### config.mk
export PLATFORM = sky130hd
export DESIGN_NAME = mdio_c45_master
export DESIGN_NICKNAME = d
export VERILOG_FILES = /design/src/rtl/mdio_pkg.sv /design/src/rtl/mdio_clkdiv.sv /design/src/rtl/mdio_shifter.sv /design/src/rtl/mdio_c45_master.sv
export SDC_FILE = /design/constraint.sdc
export NUM_CORES = 1
export LEC_CHECK = 0
export ABC_AREA = 1
export BUFFER_PORTS_ARGS = -buffer_cell sky130_fd_sc_hd__buf_4
export CAP_MARGIN = 20
export CORE_UTILIZATION = 35
export CTS_CLUSTER_SIZE = 40
export DETAILED_ROUTE_END_ITERATION = 16
export HOLD_SLACK_MARGIN = 0.06
export SKIP_LAST_GASP = 1
export SYNTH_ARGS = -nofsm -noshare
export SYNTH_HDL_FRONTEND = slang
export SYNTH_SLANG_ARGS = --single-unit
### constraint.sdc
create_clock -name clk -period 2.1 [get_ports clk]
set_input_delay 0.105 -clock clk [delete_from_list [all_inputs] [get_ports clk]]
set_output_delay 0.105 -clock clk [all_outputs]
set_load 0.02 [all_outputs]
### src/rtl/mdio_pkg.sv
package mdio_pkg;
  typedef enum logic [1:0] {
    SEL_FRAME = 2'd0,
    SEL_CTRL  = 2'd1,
    SEL_STAT  = 2'd2
  } reg_sel_e;

  localparam int WORD_W     = 32;
  localparam int DATA_W     = 16;
  localparam int PRE_BITS   = 32;
  localparam int FRAME_BITS = PRE_BITS + WORD_W;
  localparam int CNT_W      = $clog2(FRAME_BITS);
  localparam int TA_POS     = PRE_BITS + 14;
  localparam int DATA_POS   = PRE_BITS + 16;
  localparam int LAUNCH_BIT = 3;
  localparam logic [1:0] OP_READ = 2'b11;
endpackage

### src/rtl/mdio_clkdiv.sv
module mdio_clkdiv #(
  parameter int HALF_DIV = 4
) (
  input  logic clk,
  input  logic rst_n,
  input  logic en,
  output logic mdc,
  output logic rise_tick,
  output logic fall_tick
);
  localparam int CW = (HALF_DIV > 1) ? $clog2(HALF_DIV) : 1;
  localparam logic [CW-1:0] LAST = CW'(HALF_DIV - 1);

  logic [CW-1:0] cnt_q, cnt_d;
  logic          mdc_q, mdc_d;
  logic          tick;

  assign tick      = en && (cnt_q == LAST);
  assign rise_tick = tick && !mdc_q;
  assign fall_tick = tick && mdc_q;
  assign mdc       = mdc_q;

  always_comb begin
    cnt_d = cnt_q;
    mdc_d = mdc_q;
    if (!en) begin
      cnt_d = '0;
      mdc_d = 1'b0;
    end else if (tick) begin
      cnt_d = '0;
      mdc_d = !mdc_q;
    end else begin
      cnt_d = cnt_q + 1'b1;
    end
  end

  always_ff @(posedge clk or negedge rst_n) begin
    if (!rst_n) begin
      cnt_q <= '0;
      mdc_q <= 1'b0;
    end else begin
      cnt_q <= cnt_d;
      mdc_q <= mdc_d;
    end
  end

  // the clock only moves on a divider tick
  p_mdc_on_tick_r4: assert property (@(posedge clk) disable iff (!rst_n)
    !tick |=> $stable(mdc_q));
endmodule

### src/rtl/mdio_shifter.sv
module mdio_shifter
  import mdio_pkg::*;
(
  input  logic              clk,
  input  logic              rst_n,
  input  logic              start,
  input  logic [WORD_W-1:0] frame_in,
  input  logic              rise_tick,
  input  logic              fall_tick,
  input  logic              mdio_i,
  output logic              busy,
  output logic              mdio_o,
  output logic              mdio_oe,
  output logic              done,
  output logic              is_read,
  output logic [DATA_W-1:0] rx_data
);
  localparam logic [CNT_W-1:0] LAST_POS = CNT_W'(FRAME_BITS - 1);
  localparam logic [CNT_W-1:0] PRE_END  = CNT_W'(PRE_BITS);
  localparam logic [CNT_W-1:0] TA_AT    = CNT_W'(TA_POS);
  localparam logic [CNT_W-1:0] DATA_AT  = CNT_W'(DATA_POS);

  logic                  busy_q, busy_d;
  logic [FRAME_BITS-1:0] sr_q, sr_d;
  logic [CNT_W-1:0]      pos_q, pos_d;
  logic                  rd_q, rd_d;
  logic [DATA_W-1:0]     rx_q, rx_d;

  always_comb begin
    busy_d = busy_q;
    sr_d   = sr_q;
    pos_d  = pos_q;
    rd_d   = rd_q;
    rx_d   = rx_q;
    done   = 1'b0;
    if (start && !busy_q) begin
      busy_d = 1'b1;
      sr_d   = {{PRE_BITS{1'b1}}, frame_in};
      pos_d  = '0;
      rd_d   = (frame_in[29:28] == OP_READ);
      rx_d   = '0;
    end else if (busy_q) begin
      if (rise_tick && rd_q && (pos_q >= DATA_AT))
        rx_d = {rx_q[DATA_W-2:0], mdio_i};
      if (fall_tick) begin
        if (pos_q == LAST_POS) begin
          busy_d = 1'b0;
          done   = 1'b1;
        end else begin
          sr_d  = {sr_q[FRAME_BITS-2:0], 1'b0};
          pos_d = pos_q + 1'b1;
        end
      end
    end
  end

  always_ff @(posedge clk or negedge rst_n) begin
    if (!rst_n) begin
      busy_q <= 1'b0;
      sr_q   <= '0;
      pos_q  <= '0;
      rd_q   <= 1'b0;
      rx_q   <= '0;
    end else begin
      busy_q <= busy_d;
      sr_q   <= sr_d;
      pos_q  <= pos_d;
      rd_q   <= rd_d;
      rx_q   <= rx_d;
    end
  end

  assign busy    = busy_q;
  assign is_read = rd_q;
  assign rx_data = rx_q;
  assign mdio_o  = busy_q ? sr_q[FRAME_BITS-1] : 1'b1;
  assign mdio_oe = busy_q && !(rd_q && (pos_q >= TA_AT));

  // preamble positions are all ones
  p_preamble_ones_r3: assert property (@(posedge clk) disable iff (!rst_n)
    (busy_q && (pos_q < PRE_END)) |-> mdio_o);
  // the data line only moves on an MDC falling edge
  p_hold_between_falls_r5: assert property (@(posedge clk) disable iff (!rst_n)
    (busy_q && !fall_tick) |=> $stable(mdio_o));
  // non-read frames drive every bit
  p_drive_nonread_r6: assert property (@(posedge clk) disable iff (!rst_n)
    (busy_q && !rd_q) |-> mdio_oe);
  // a launch while busy leaves the shift state alone
  p_ignore_launch_r9: assert property (@(posedge clk) disable iff (!rst_n)
    (busy_q && start && !fall_tick) |=> $stable(sr_q));
endmodule

### src/rtl/mdio_c45_master.sv
module mdio_c45_master
  import mdio_pkg::*;
#(
  parameter int HALF_DIV = 4
) (
  input  logic        clk,
  input  logic        rst_n,
  input  logic        wr_en,
  input  logic [1:0]  wr_sel,
  input  logic [31:0] wr_data,
  input  logic [1:0]  rd_sel,
  output logic [31:0] rd_data,
  output logic        mdc,
  output logic        mdio_o,
  output logic        mdio_oe,
  input  logic        mdio_i
);
  logic [WORD_W-1:0] frame_q, frame_d;
  logic [WORD_W-1:0] ctrl_q, ctrl_d;
  logic              wr_frame, wr_ctrl, launch;
  logic              busy, done, is_read;
  logic              rise_tick, fall_tick;
  logic [DATA_W-1:0] rx_data;

  assign wr_frame = wr_en && (wr_sel == SEL_FRAME);
  assign wr_ctrl  = wr_en && (wr_sel == SEL_CTRL);
  assign launch   = wr_ctrl && wr_data[LAUNCH_BIT] && !ctrl_q[LAUNCH_BIT] && !busy;

  always_comb begin
    frame_d = frame_q;
    ctrl_d  = ctrl_q;
    if (wr_frame) frame_d = wr_data;
    if (done && is_read) frame_d[DATA_W-1:0] = rx_data;
    if (wr_ctrl) ctrl_d = wr_data;
  end

  always_ff @(posedge clk or negedge rst_n) begin
    if (!rst_n) begin
      frame_q <= '0;
      ctrl_q  <= '0;
    end else begin
      frame_q <= frame_d;
      ctrl_q  <= ctrl_d;
    end
  end

  always_comb begin
    case (rd_sel)
      SEL_FRAME: rd_data = frame_q;
      SEL_CTRL:  rd_data = ctrl_q;
      SEL_STAT:  rd_data = {{(WORD_W-1){1'b0}}, busy};
      default:   rd_data = '0;
    endcase
  end

  mdio_clkdiv #(.HALF_DIV(HALF_DIV)) u_div (
    .clk       (clk),
    .rst_n     (rst_n),
    .en        (busy),
    .mdc       (mdc),
    .rise_tick (rise_tick),
    .fall_tick (fall_tick)
  );

  mdio_shifter u_shift (
    .clk       (clk),
    .rst_n     (rst_n),
    .start     (launch),
    .frame_in  (frame_q),
    .rise_tick (rise_tick),
    .fall_tick (fall_tick),
    .mdio_i    (mdio_i),
    .busy      (busy),
    .mdio_o    (mdio_o),
    .mdio_oe   (mdio_oe),
    .done      (done),
    .is_read   (is_read),
    .rx_data   (rx_data)
  );

  // the management clock rests low while idle
  p_mdc_idle_low_r4: assert property (@(posedge clk) disable iff (!rst_n)
    !busy |-> !mdc);
  // the frame word changes only by host write or read completion
  p_frame_hold_r10: assert property (@(posedge clk) disable iff (!rst_n)
    (!wr_frame && !(done && is_read)) |=> $stable(frame_q));
  // a launch always raises busy on the next clock
  p_launch_busy_r2: assert property (@(posedge clk) disable iff (!rst_n)
    launch |=> busy);
endmodule

==> results.json <==
{
  "yosys.area.top_type_share_pct": 54.4,
  "synth_nets": 908,
  "power_density_nw_per_um2": 788,
  "ys_seq_elements": 155,
  "cp_cell_sequence": "ha_1, nand3_1, nor2_4, nand3_2, buf_12, nand3_1, nand3_1",
  "leakagePower_nw": 4.10,
  "synth.area.top_cells": "dfrtp_1, nand3_1, nand2_1",
  "yosys_most_used_dff": "dfrtp_1",
  "rows": 51,
  "dr.pass1.iters": 5,
  "synth_common_cells": "nand3_1, nand2_1, dfrtp_1",
  "drtAntennaViolNets": 0,
  "place.gp.congestion": 0.793,
  "ys_seq_area_share_pct": 54.4,
  "synth_top_family_by_area": "simple AND/OR/NAND/NOR gates",
  "avgRoutedWirePerCell_microns": 14.4,
  "cp.arrival_ns": 2.23,
  "synth_edf_count": 0,
  "gr-total-overflow": 0,
  "io_buffers": 74,
  "ir_drop_uv": 538,
  "max_slew.worst_pin.slew_ns": 0.696,
  "clock_path_buffers": 2,
  "crit_path_max_incr_delay_ns": 0.45,
  "dr.first_iter.drc_count": 529,
  "crit_required_ns": 2.40,
  "hp-class": "in -> reg",
  "layout_min_cycle_time_ns": 1.93,
  "clkLatencyLatePin_ns": 0.43,
  "setup_tns_ns": 0,
  "synthMuxAreaShare_pct": 0,
  "hpwl_microns": 11300,
  "synth_compound_area_share_pct": 5.44,
  "total_power_mw": 6.99,
  "worstSetupStartpoint": "u_shift.pos_q[0]",
  "vias": 6087,
  "clk_pin_slew_ns": 0.07,
  "area.sequential_sq_um": 3880,
  "max-slew-margin-rel_pct": 53.4,
  "start_util_pct": 36.1,
  "fillers": 1934,
  "synth_largest_area_cell": "dfrtp_1",
  "grt_max_degree": 63,
  "finalWirelength_microns": 17700,
  "ff2ff_path_depth": 7,
  "cts_tree": "done",
  "cpMaxStageDelayCell": "dfrtp_1",
  "cts.sinks": 155,
  "cts_max_level": 4,
  "dieArea_sq_um": 20900,
  "hold_violations": 0,
  "synth_cell_type_count": 26,
  "grt_setup_unrepaired": "false",
  "startpoint_type": "register",
  "numCtsBuffers": 17,
  "fmax_ghz": 0.519,
  "drv_slew": 0,
  "multi_input_area_sq_um": 2740,
  "diodes": 0,
  "grt_pass1_wl_microns": 29700,
  "die_h_microns": 145,
  "viasPerCell": 4.93,
  "drive_gt1_share_pct": 15.2,
  "syn2layout_area_growth_pct": 24.6,
  "worstSetupPathType": "reg -> reg",
  "ys_warn_count": 0,
  "root_buffer": "clkbuf_16",
  "worstHoldStart": "wr_sel[1]",
  "min_path_cells": 5,
  "antenna_found_initial": 0,
  "status": "complete, no violations",
  "grt_usage_pct": 18.3,
  "async_flop_share_pct": 100,
  "ios": 75,
  "setup_viol": 0,
  "critPathTopFamily": "simple AND/OR/NAND/NOR gates",
  "syn_area_per_cell_sq_um": 8.23,
  "synthAdderAreaFrac_pct": 0.351,
  "regToRegStartpoint": "u_shift.pos_q[0]",
  "cp_common_cell": "nand3_1",
  "fin_hold_ws_ns": 0.181,
  "critical_path_buf_inv_count": 1,
  "maxCapViolations": 0,
  "synth_simple_gate_area_share_pct": 32.4,
  "fin_nets": 998,
  "drcViolationCount": 0,
  "synthMostInstantiatedCell": "nand3_1",
  "min_period_over_period_pct": 91.7,
  "synth_cells": 866,
  "cp-end-kind": "register",
  "synth-xor-area-share_pct": 0.123,
  "cp_max_fo": 17,
  "die_x_microns": 145,
  "core_area_sq_um": 19700,
  "cts_setup_buffers": 0,
  "synth_area_sq_um": 7130,
  "path_depth": 7,
  "fin_skew_ns": 0.0112,
  "grt_pass1_vias": 5797
}
## logic make-up after synthesis
logic type      count (synthesis)
xor+xnor                        1
buf+inv                       123
flops                         155
fa+ha+maj                       2
simple gates                  509
compound gates                 76
## timing repair
| action | in CTS | in global routing |
|---|---|---|
| hold buffers | 33 | 0 |
| endpoints found under the hold margin | 119 | 0 |
| endpoints found under the setup margin | 0 | 2 |
| gates resized for setup | 0 | 1 |
## cells in the final DEF, fill, tap and decap left out
| cell type | n |
|---|---|
| or2_2 | 3 |
| o21ai_0 | 68 |
| clkinvlp_4 | 5 |
| o211ai_1 | 1 |
| inv_6 | 5 |
| dlygate4sd3_1 | 33 |
| inv_2 | 3 |
| clkinv_1 | 1 |
| nor2_4 | 2 |
| buf_12 | 5 |
| dfrtp_1 | 155 |
| inv_1 | 57 |
| nand3_2 | 3 |
| xor2_1 | 1 |
| nand3_1 | 171 |
| clkbuf_8 | 1 |
| clkbuf_16 | 17 |
| o31ai_1 | 2 |
| ha_1 | 2 |
| nand2_1 | 156 |
| clkbuf_1 | 1 |
| nor2_2 | 2 |
| nand2_8 | 1 |
| nand2_2 | 1 |
| inv_8 | 1 |
| buf_4 | 93 |
| clkinv_4 | 1 |
| nand2_4 | 1 |
| buf_6 | 1 |
| nor2_1 | 119 |
| o21ai_1 | 3 |
| nand4_1 | 50 |
| clkinv_2 | 2 |
| a21oi_1 | 2 |
## registers in the layout (all words and copies together) (netlist names)
name	count
u_shift.rx_data	16
u_shift.pos_q	6
frame_q	32
u_div.mdc	1
u_shift.busy	1
u_div.cnt_q	2
u_shift.sr_q	64
u_shift.is_read	1
ctrl_q	32
## worst paths after layout
kind,to,slack (ns)
max in group asynchronous,ctrl_q[5],1.14
min in group asynchronous,u_shift.sr_q[49],0.26
min reg2reg,u_div.cnt_q[0],0.44
max reg2reg,frame_q[4],0.17
max,frame_q[4],0.17
min,ctrl_q[3],0.18
## cell type report
class | count | share of cell area (%)
Clock inverter | 13 | 1.20
Sequential cell | 155 | 43.7
Tap cell | 265 | 3.74
Inverter | 62 | 2.64
Timing Repair Buffer | 132 | 12.8
Multi-Input combinational cell | 588 | 30.9
Clock buffer | 19 | 4.99
## power breakdown
| part | switching [mW] | leakage (nW) | internal, mW |
|---|---|---|---|
| clock network | 1.34 | 0.255 | 1.57 |
| logic | 0.434 | 2.17 | 0.319 |
| registers | 0.143 | 1.68 | 3.18 |
## stage by stage
stage,area [sq um],setup WS (ns),cells,util [%]
global route,8880,0.0468,1234,45.0
CTS,8870,0.179,1234,45.0
global placement,7990,0.254,1169,40.5
detailed placement,7990,0.205,1169,40.5
floorplan,7130,0.564,866,-
finish,8880,0.174,1234,45.0
## worst reg2reg max path, delay by kind of cell (launching register included)
kind / cells / cell delay [ns]
and+or+nand+nor: 5 / 0.85
DFF: 1 / 0.45
buffers and inverters: 1 / 0.30
adders and majority gates: 1 / 0.21
## per-layer routing
metal / vias up / routed length, microns / track usage (%)
met5: - / 0 / 0
met4: 0 / 258 / 5.65
met3: 19 / 945 / 5.10
met2: 160 / 7860 / 27.2
met1: 2863 / 8670 / 25.8
li1: 3045 / - / -
(Power assumes the default switching activity.)
